--- config.mk ---
export PLATFORM = sky130hd
export DESIGN_NAME = mdio_master
export DESIGN_NICKNAME = d
export VERILOG_FILES = /design/src/rtl/mdio_master.sv
export SDC_FILE = /design/constraint.sdc
export NUM_CORES = 1
export LEC_CHECK = 0
export CAP_MARGIN = 20
export CORE_MARGIN = 2
export CORE_UTILIZATION = 58
export DETAILED_ROUTE_END_ITERATION = 16
export DONT_BUFFER_PORTS = 1
export GPL_TIMING_DRIVEN = 0
export PLACE_DENSITY = 0.76
export SYNTH_ARGS = -nofsm -noshare
export SYNTH_HDL_FRONTEND = slang
export SYNTH_SLANG_ARGS = --single-unit
export TNS_END_PERCENT = 10
--- constraint.sdc ---
create_clock -name clk -period 2.5 [get_ports clk]
set_clock_uncertainty 0.15 [all_clocks]
set_input_delay 0.375 -clock clk [delete_from_list [all_inputs] [get_ports clk]]
set_output_delay 0.375 -clock clk [all_outputs]
set_load 0.05 [all_outputs]
--- src/rtl/mdio_master.sv ---
`timescale 1ns/1ps
module mdio_master #(
  parameter logic [6:0] DIV_RST = 7'd26,
  parameter int         PRE_LEN = 32
) (
  input  logic        clk,
  input  logic        rst_n,
  input  logic [2:0]  host_addr,
  input  logic        host_we,
  input  logic [31:0] host_wdata,
  output logic [31:0] host_rdata,
  output logic        mdc,
  output logic        mdio_o,
  output logic        mdio_oe,
  input  logic        mdio_i
);
  localparam int CMD_W = 32;
  localparam int IDX_W = $clog2(PRE_LEN + CMD_W + 1);
  localparam logic [IDX_W-1:0] LAST_CMD = IDX_W'(CMD_W - 1);
  localparam logic [IDX_W-1:0] LAST_PRE = IDX_W'(PRE_LEN + CMD_W - 1);

  logic [6:0]       div_q;
  logic             pre_q;
  logic             busy_q;
  logic             mdc_q;
  logic [6:0]       cnt_q;
  logic [IDX_W-1:0] idx_q;
  logic [31:0]      cmd_q;

  wire       sel_cmd  = host_addr[2];
  wire       launch   = host_we && sel_cmd && !busy_q;
  wire       tick     = busy_q && (cnt_q == div_q);
  wire       rd_op    = (cmd_q[29:28] == 2'b10);
  wire       in_pre   = (idx_q >= IDX_W'(CMD_W));
  wire [4:0] bit_sel  = idx_q[4:0];
  wire       rx_phase = rd_op && !in_pre && (idx_q <= IDX_W'(17));
  wire       rx_data  = rx_phase && (idx_q <= IDX_W'(15));

  assign mdc        = mdc_q;
  assign mdio_oe    = busy_q && !rx_phase;
  assign mdio_o     = busy_q && (in_pre || cmd_q[bit_sel]);
  assign host_rdata = sel_cmd ? cmd_q : {23'd0, busy_q, pre_q, div_q};

  always_ff @(posedge clk or negedge rst_n) begin
    if (!rst_n) begin
      div_q  <= DIV_RST;
      pre_q  <= 1'b0;
      busy_q <= 1'b0;
      mdc_q  <= 1'b0;
      cnt_q  <= '0;
      idx_q  <= '0;
      cmd_q  <= '0;
    end else if (launch) begin
      cmd_q  <= host_wdata;
      busy_q <= 1'b1;
      mdc_q  <= 1'b0;
      cnt_q  <= '0;
      idx_q  <= pre_q ? LAST_PRE : LAST_CMD;
    end else if (host_we && !sel_cmd && !busy_q) begin
      div_q <= host_wdata[6:0];
      pre_q <= host_wdata[7];
    end else if (busy_q) begin
      if (tick) begin
        cnt_q <= '0;
        mdc_q <= !mdc_q;
        if (!mdc_q) begin
          if (rx_data) cmd_q[bit_sel] <= mdio_i;
        end else if (idx_q == '0) begin
          busy_q <= 1'b0;
        end else begin
          idx_q <= idx_q - 1'b1;
        end
      end else begin
        cnt_q <= cnt_q + 1'b1;
      end
    end
  end
endmodule


==> results.toml, run 1 <==
[synthesis]
yosys_warnings = 0
synth-seq-area-share_pct = 41.4
ys_async_sr_fraction_pct = 100
syn_inst = 357
syn_avg_cell_area_um2 = 9.50
synth_edf_count = 0
synth_seq_cells = 56
syn_nets = 402
synth.distinct_cells = 48
netlist_area_um2 = 3390
synth_ff_type = "dfrtp_1"

[pwr]
p_int_mw = 2.05
power.total_mw = 3.86
swShare_pct = 46.9
powerDensity_nw_per_um2 = 1030
pwr-share-clk_pct = 13.3
p_seq_share_pct = 38.1
p_leak_nw = 1.55
power_switching_mw = 1.81
ir_drop_mv = 0.518
power_frac_comb_pct = 48.6

[floorplan]
start_util_pct = 60.8
dieArea_um2 = 6470
io_pins = 74
fp.dieH_um = 80.5
rows = 27
die_w_um = 80.5
core-area_um2 = 5570

[timing]
max_freq_mhz = 366
finalHoldViolations = 0
fin_setup_tns_ns = -0.450
rsz0062_at_grt = "true"
hold_ws_ns = 0.00698
worst_pin_slew_ns = 1.01
maxSlewViolCount = 0
setup_violations = 6
worst_slack_ns = -0.234
finalCriticalPeriod_ns = 2.73
maxSlewHeadroom_pct = 32.1
fin_crit_sh_pct = 109

[clocking]
h-tree-depth = 2
numCtsBuffers = 5
tritoncts = "yes"
clk_pin_slew_ns = 0.11
cts_num_sinks = 56
cts-root-buf = "clkbuf_8"
cts_buffer_depth = 2
clock_latency_ns = 0.32

[run_status]
violations = "setup timing"
status = "finished, violations left"

[critical_path]
worstSetupEndpointType = "primary output"
critPathArrivalTime_ns = 2.21
startpoint_type = "flop"
reg2reg_depth = 8
cp.required_ns = 1.98
r2r-end = "idx_q[3]"
crit_fanout = 3
worstSetupPathType = "reg2out"
r2r-start = "idx_q[1]"
r2r_setup_slack_ns = -0.09

[worst_hold_path]
holdPathEnd = "cmd_q[18]"
hold_start = "host_wdata[18]"
hp-class = "in2reg"
whs_path_depth = 2

[cells_and_area]
post-route-util_pct = 66.9
area_growth_pct = 10.0
antenna_cells = 0
nFillCells = 459
drive_gt1_share_pct = 16.7
nets = 415

[global_route]
antenna_found_initial = 0
grt_pass1_vias = 2733
grt_pass1_wl_mm = 14.2
gr-total-overflow = 0
grt_use_total_pct = 28.9
grt_max_degree = 57

[place]
gp_congestion = 0.979
dp_hpwl_mm = 6.17
numPortBuffers = 0

[routing]
drt_wl_total_mm = 8.63
vias = 2789
dr.pass1.iters = 5
vias_per_cell = 6.30
drc = 0
wire_per_inst_um = 19.5
drtAntennaViolNets = 0
first_iter_violations = 249

[run]
cap_violations = 0
## cells in the mapped netlist (all sizes together), types with 2 or more instances
master  count  area share (%)
o22ai       3            0.55
nand3       6            0.89
or3b        2            0.52
dfrtp      53              39
nor3        6            0.89
a31o        2            0.52
clkbuf     11             1.2
o21ai       6            0.89
buf        11             1.7
nor2       30             3.3
inv         5            0.55
and2       24             4.4
xor2        3            0.78
a21oi      11             1.6
mux4        5             3.3
dfstp       3             2.3
nor2b       5            0.92
a211oi     26             5.8
nand2      68             7.5
a31oi       2            0.37
nor3b       2            0.44
ha          6             2.2
a41oi       2            0.52
nor4        6             2.9
mux2i       9             2.7
and4        3            0.78
mux2       16             5.3
a21o        2            0.44
xnor2       9             2.3
or3         2            0.37
nand4       4            0.74
or4         2            0.44
## state kept, by name, indices dropped and copies added, names as in the netlist
register,count
mdc,1
cnt_q,7
pre_q,1
div_q,7
idx_q,7
cmd_q,32
busy_q,1
## routing by layer
metal	part of all wire, %	GRT usage, %	vias to the layer above	wire length [µm]
li1	-	-	1295	-
met1	44	41.4	1370	3810
met2	47	45.0	101	4090
met3	6.8	6.52	23	589
met4	1.6	6.27	0	138
met5	0	0	-	0
## through the flow
| step | setup slack [ns] | instances | cell area, µm² |
|---|---|---|---|
| final | -0.234 | 443 | 3730 |
| after global routing | -0.305 | 443 | 3730 |
| after CTS | -0.236 | 442 | 3710 |
| after detailed placement | -0.344 | 429 | 3500 |
| after global placement | -0.325 | 429 | 3500 |
| after floorplan | -0.00400 | 357 | 3410 |
## worst max-delay path by stage
| stage | start | end | cells past startpoint |
|---|---|---|---|
| final | idx_q[1] | mdio_o | 6 |
| after global placement | idx_q[0] | idx_q[3] | 8 |
| after global routing | idx_q[0] | mdio_o | 6 |
| after floorplan | idx_q[0] | idx_q[3] | 8 |
| after CTS | idx_q[1] | mdio_o | 6 |
| after detailed placement | idx_q[0] | idx_q[3] | 8 |
## repair_timing
| action | CTS | global route |
|---|---|---|
| endpoints found under the setup margin | 9 | 16 |
| pin swaps | 4 | 1 |
| hold endpoints to repair | 56 | 1 |
| gates resized for setup | 17 | 1 |
| hold buffers | 2 | 1 |
| setup buffers | 3 | 0 |
## placed cells by master, fill, tap and decap left out, types with 3 or more instances in the layout
cell	count
a211oi_1	26
a21oi_1	10
and2_1	24
and4_1	3
buf_2	6
buf_4	4
clkbuf_1	10
clkbuf_8	6
clkinvlp_4	3
dfrtp_1	53
dfstp_2	3
ha_1	5
inv_1	3
mux2_2	16
mux2i_1	9
mux4_2	5
nand2_1	68
nand3_1	6
nand4_1	4
nor2_1	30
nor2b_1	5
nor3_1	6
nor4_4	4
o21ai_0	4
o22ai_1	3
xnor2_1	9
xor2_1	3
## power groups by stage
stage	combinational [mW]	clock, mW	sequential [mW]
final	1.87	0.513	1.47
after floorplan	1.48	0	1.40
after CTS	1.85	0.517	1.46
after detailed placement	1.70	0	1.48
after global routing	2.02	0.552	1.50
after global placement	1.67	0	1.48
## worst max-delay path, cell delays in order, from the launching register on
cell and delay [ns]:
dfrtp_1 0.41, clkbuf_8 0.15, nor3b_1 0.14, a221oi_2 0.27
a21oi_1 0.07, or3b_4 0.39, a41oi_4 0.46
## logic make-up (layout without fill, tap and decap cells)
| family | after synthesis | count (layout) | synth area share, % |
|---|---|---|---|
| flops | 56 | 56 | 41.4 |
| compound gates | 61 | 61 | 12.4 |
| fa+ha+maj | 6 | 6 | 2.21 |
| buf+inv | 27 | 41 | 3.51 |
| xor+xnor | 12 | 12 | 3.10 |
| mux | 30 | 30 | 11.3 |
| simple gates | 165 | 165 | 26.1 |
## final cells by class
cell class	instances	area (µm²)	area share, %
clock inverter	2	16.3	0.436
multi-input combinational	274	1930	51.7
inverter	5	26.3	0.704
clock buffer	6	72.6	1.95
timing repair buffer	6	70.1	1.88
sequential	56	1410	37.7
tap	72	90.1	2.41
buffer	22	120	3.22
No activity file was read; power rests on OpenSTA's default activity.
==> run 2, diff against run 1 <==
Settings changed: CELL_PAD_IN_SITES_DETAIL_PLACEMENT from default to 1, CELL_PAD_IN_SITES_GLOBAL_PLACEMENT from default to 1, CORE_UTILIZATION 58 to 44, PLACE_DENSITY 0.76 to default, PLACE_DENSITY_LB_ADDON from default to 0.1, RECOVER_POWER from default to 100.
==> results.toml, run 2 (synthesis results as in run 1) <==
[clocking]
h-tree-depth = 2
numCtsBuffers = 5
cts-root-buf = "clkbuf_8"
cts_num_sinks = 56
cts_buffer_depth = 2
clock_latency_ns = 0.32
clk_pin_slew_ns = 0.10
tritoncts = "yes"

[critical_path]
r2r-start = "idx_q[1]"
cp.required_ns = 1.98
worstSetupEndpointType = "primary output"
r2r-end = "idx_q[6]"
startpoint_type = "flop"
reg2reg_depth = 9
cpMaxStageDelayCell = "or3_4"
crit_start = "idx_q[2]"
critPathArrivalTime_ns = 2.17
r2r_setup_slack_ns = -0.10
worstSetupPathType = "reg2out"
path_delay_family = "compound AO/OA/AOI/OAI gates"
crit_fanout = 10
cpPeakStageDelay_ns = 0.45
path_buf_inv = 1
path_cells = "buf_2 -> or3_4 -> o221ai_1 -> o21ai_1 -> a41oi_4"

[cells_and_area]
drive_gt1_share_pct = 17.6
largest_reg_flops = 32
regMostFlops = "cmd_q"
nets = 419
post-route-util_pct = 50.3
area_growth_pct = 12.8
final_area_um2 = 3820
layout.cells.most_common = "nand2_1"
layout_common_cells = "nand2_1, dfrtp_1, nor2_1"
antenna_cells = 0
nFillCells = 907

[pwr]
ir_drop_mv = 0.416
p_seq_share_pct = 36.5
powerDensity_nw_per_um2 = 1060
power_frac_comb_pct = 48.4
swShare_pct = 46.4
p_leak_nw = 1.58
pwr-share-clk_pct = 15.1
power_switching_mw = 1.89
p_int_mw = 2.18

[worst_hold_path]
holdPathEnd = "cmd_q[24]"
hp-class = "in2reg"
hold_start = "host_wdata[24]"
whs_path_depth = 2

[floorplan]
io_pins = 74
core-area_um2 = 7610
fp.dieH_um = 91.8
start_util_pct = 44.6
die_w_um = 91.8
dieArea_um2 = 8420
rows = 32

[place]
numPortBuffers = 0
dp_hpwl_mm = 7.27
gp_congestion = 0.849
dpl_cell_area_um2 = 3540
place_ws_ns = -0.363

[run_status]
violations = "setup timing"
status = "finished, violations left"

[global_route]
grtUsageMet1_pct = 36.7
grt_pass1_vias = 3014
gr-total-overflow = 0
gr-max-usage-layer = "met2"
met2_usage_pct = 41.4
grt_pass1_wl_mm = 16.7
gr-usage-met3_pct = 3.86
grt_use_total_pct = 25.4
antenna_found_initial = 0
grt_max_degree = 57

[routing]
first_iter_violations = 107
drc = 0
drt_wl_total_mm = 10.3
vias_per_cell = 5.91
drtAntennaViolNets = 0
dr.pass1.iters = 4
wire_per_inst_um = 21.7
vias = 2820

[timing]
finalHoldViolations = 0
maxSlewHeadroom_pct = 3.54
finalCriticalPeriod_ns = 2.69
maxSlewViolCount = 0
fin_crit_sh_pct = 108
worst_pin_slew_ns = 1.45
fin_setup_tns_ns = -0.525
worst_slack_ns = -0.192
rsz0062_at_grt = "true"
max_freq_mhz = 371
setup_violations = 6

[run]
cap_violations = 0
[run 2: changes by cell type in the layout (fill, tap and decap cells not counted), sizes merged]
| cell | delta |
|---|---|
| buf | -2 |
| bufinv | +1 |
| clkbuf | +6 |
| dlygate4sd3 | -1 |
[run 2: worst reg2reg max path: stages (launching register included)]
cell and delay, ns:
dfrtp_1 0.41, buf_4 0.16, clkinvlp_4 0.11, ha_4 0.15
or4b_4 0.48, o31a_1 0.36, a31o_1 0.20, buf_6 0.14
a31o_1 0.21, a21oi_1 0.15
[run 2: cell type report]
type | count | area, µm² | area share (%)
clock inverters | 3 | 42.5 | 1.11
flip-flops and latches | 56 | 1410 | 36.7
clock buffers | 5 | 68.8 | 1.80
multi-input cells | 274 | 1950 | 51.1
repair buffers | 10 | 75.1 | 1.96
well taps | 102 | 128 | 3.34
inverters | 5 | 26.3 | 0.687
plain buffers | 22 | 124 | 3.24
[run 2: per-stage QoR]
| step | hold slack, ns | instances | total power [mW] |
|---|---|---|---|
| after floorplan | -0.0706 | 357 | 2.87 |
| after global placement | -0.0693 | 459 | 3.19 |
| after detailed placement | -0.0693 | 459 | 3.24 |
| after CTS | 0.00522 | 472 | 3.97 |
| after global routing | 0.00260 | 477 | 4.30 |
| final | 0.0144 | 477 | 4.06 |
[run 2: timing repair]
item / in CTS / in global routing
cloned: 0 / 0
endpoints found under the setup margin: 9 / 20
resized for setup: 13 / 11
endpoints found under the hold margin: 56 / 0
pin swaps: 2 / 7
buffers inserted: 3 / 5
hold buffers: 2 / 0
[run 2: layer usage]
layer / vias to the layer above / routed length, µm
li1: 1305 / -
met1: 1431 / 4840
met2: 76 / 4900
met3: 8 / 504
met4: 0 / 81
met5: - / 0
[run 2: power by group through the flow]
| stage | Combinational [mW] | Clock (mW) | Sequential (mW) |
|---|---|---|---|
| 2_1_floorplan | 1.48 | 0 | 1.40 |
| 3_3_place_gp | 1.70 | 0 | 1.49 |
| 3_5_place_dp | 1.74 | 0 | 1.50 |
| 4_1_cts | 1.86 | 0.629 | 1.48 |
| 5_1_grt | 2.12 | 0.657 | 1.52 |
| 6_report | 1.96 | 0.613 | 1.48 |
[run 2: how the worst max path moves through the flow]
stage                           to  cells after the start  slack, ns
after floorplan           idx_q[3]                      8     -0.004
after global placement    idx_q[3]                      8      -0.36
after detailed placement  idx_q[3]                      8      -0.36
after CTS                   mdio_o                      6      -0.26
after global routing        mdio_o                      5      -0.25
final                       mdio_o                      5      -0.19
==> run 3, diff against run 2 <==
Settings changed: CORE_ASPECT_RATIO from default to 1.75, CTS_BUF_LIST from default to sky130_fd_sc_hd__clkbuf_8 sky130_fd_sc_hd__clkbuf_16, MAX_ROUTING_LAYER from default to met4.
==> results.toml, run 3 (synthesis results as in run 1) <==
[place]
gp_congestion = 0.828
dpl_cell_area_um2 = 3520
dp_cells = 445
dp_hpwl_mm = 7.64
numPortBuffers = 0
place_ws_ns = -0.392

[pwr]
powerDensity_nw_per_um2 = 1090
power.total_mw = 4.12
p_int_mw = 2.23
swShare_pct = 45.8
p_seq_share_pct = 35.9
pwr-share-clk_pct = 17.6
p_leak_nw = 1.57
power_switching_mw = 1.89
ir_drop_mv = 0.465
power_frac_comb_pct = 46.5

[timing]
maxSlewHeadroom_pct = 5.37
finalHoldViolations = 0
worst_slack_ns = -0.215
hold_ws_ns = 0.0225
rsz0062_at_grt = "true"
finalCriticalPeriod_ns = 2.71
fin_crit_sh_pct = 109
max_freq_mhz = 368
worst_pin_slew_ns = 1.42
setup_violations = 6
maxSlewViolCount = 0
fin_setup_tns_ns = -0.412

[floorplan]
core-area_um2 = 7510
io_pins = 74
start_util_pct = 45.1
die_w_um = 70.4
fp.dieH_um = 120
rows = 42
dieArea_um2 = 8450

[run_status]
status = "finished, violations left"
violations = "setup timing"

[critical_path]
startpoint_type = "flop"
r2r_setup_slack_ns = -0.07
cp.required_ns = 1.98
critPathArrivalTime_ns = 2.19
reg2reg_depth = 8
worstSetupEndpointType = "primary output"
crit_fanout = 3
worstSetupPathType = "reg2out"

[clocking]
cts_buffer_depth = 2
clk_pin_slew_ns = 0.07
cts_num_sinks = 56
tritoncts = "yes"
h-tree-depth = 2
cts-root-buf = "clkbuf_16"
numCtsBuffers = 5
clock_latency_ns = 0.30

[worst_hold_path]
hp-class = "in2reg"
whs_path_depth = 2

[global_route]
grt_max_degree = 57
grt_use_total_pct = 25.9
gr-total-overflow = 0
grt_pass1_wl_mm = 16.2
antenna_found_initial = 0
grt_pass1_vias = 2914

[cells_and_area]
final_cells = 459
largest_reg_flops = 32
nets = 415
area.sequential_um2 = 1410
multiInputGateArea_um2 = 1940
nFillCells = 862
layout_common_cells = "nand2_1, dfrtp_1, nor2_1"
final_area_um2 = 3800
post-route-util_pct = 50.5
regMostFlops = "cmd_q"
drive_gt1_share_pct = 17.0
area_growth_pct = 12.0
layout.cells.most_common = "nand2_1"
antenna_cells = 0

[routing]
drc = 0
dr.pass1.iters = 4
vias = 2768
first_iter_violations = 125
drt_wl_total_mm = 10.2
drtAntennaViolNets = 0
vias_per_cell = 6.03
wire_per_inst_um = 22.2

[run]
cap_violations = 0
==> run 3: changes by cell type in the layout (fill, tap and decap cells not counted), sizes merged <==
cell	change
clkinvlp	+1
buf	-3
clkbuf	-1
bufinv	-1
==> run 3: power by group through the flow <==
stage / clock network (mW) / logic, mW / registers [mW]
floorplan: 0 / 1.48 / 1.40
global placement: 0 / 1.70 / 1.50
detailed placement: 0 / 1.74 / 1.51
CTS: 0.738 / 1.92 / 1.49
global route: 0.765 / 2.07 / 1.52
finish: 0.724 / 1.92 / 1.48
==> run 3: metal layers <==
| layer | part of all wire [%] | global-route usage (%) |
|---|---|---|
| met5 | 0 | - |
| met3 | 2.9 | 2.85 |
| met2 | 56 | 46.6 |
| met4 | 2.3 | 9.62 |
| met1 | 39 | 29.0 |
==> run 3: worst paths after layout <==
path | start | to
max | idx_q[1] | mdio_o
min | host_wdata[30] | cmd_q[30]
max reg2reg | idx_q[1] | idx_q[3]
min reg2reg | cmd_q[16] | cmd_q[16]
max in group asynchronous | rst_n | idx_q[6]
min in group asynchronous | rst_n | cmd_q[3]
==> run 3: area by class of cell <==
class / count / area share [%]
Clock inverter: 3 / 0.626
Inverter: 5 / 0.692
Sequential cell: 56 / 37.0
Clock buffer: 5 / 3.30
Buffer: 22 / 3.07
Multi-Input combinational cell: 274 / 51.2
Timing Repair Buffer: 6 / 1.19
Tap cell: 88 / 2.90
==> run 3: what timing repair did <==
item | 4_1_cts | 5_1_grt
setup endpoints to repair | 9 | 25
hold buffers | 2 | 0
hold endpoints to repair | 56 | 0
gates resized for setup | 19 | 3
pin swaps | 3 | 5
setup buffers | 4 | 0
==> run 3: worst max-delay path, stage by stage (launching register included) <==
cell      delay (ns)
dfrtp_1         0.39
clkbuf_8        0.14
nor3b_1         0.14
a221oi_2        0.28
a21oi_1         0.07
or3b_4          0.40
a41oi_4         0.46
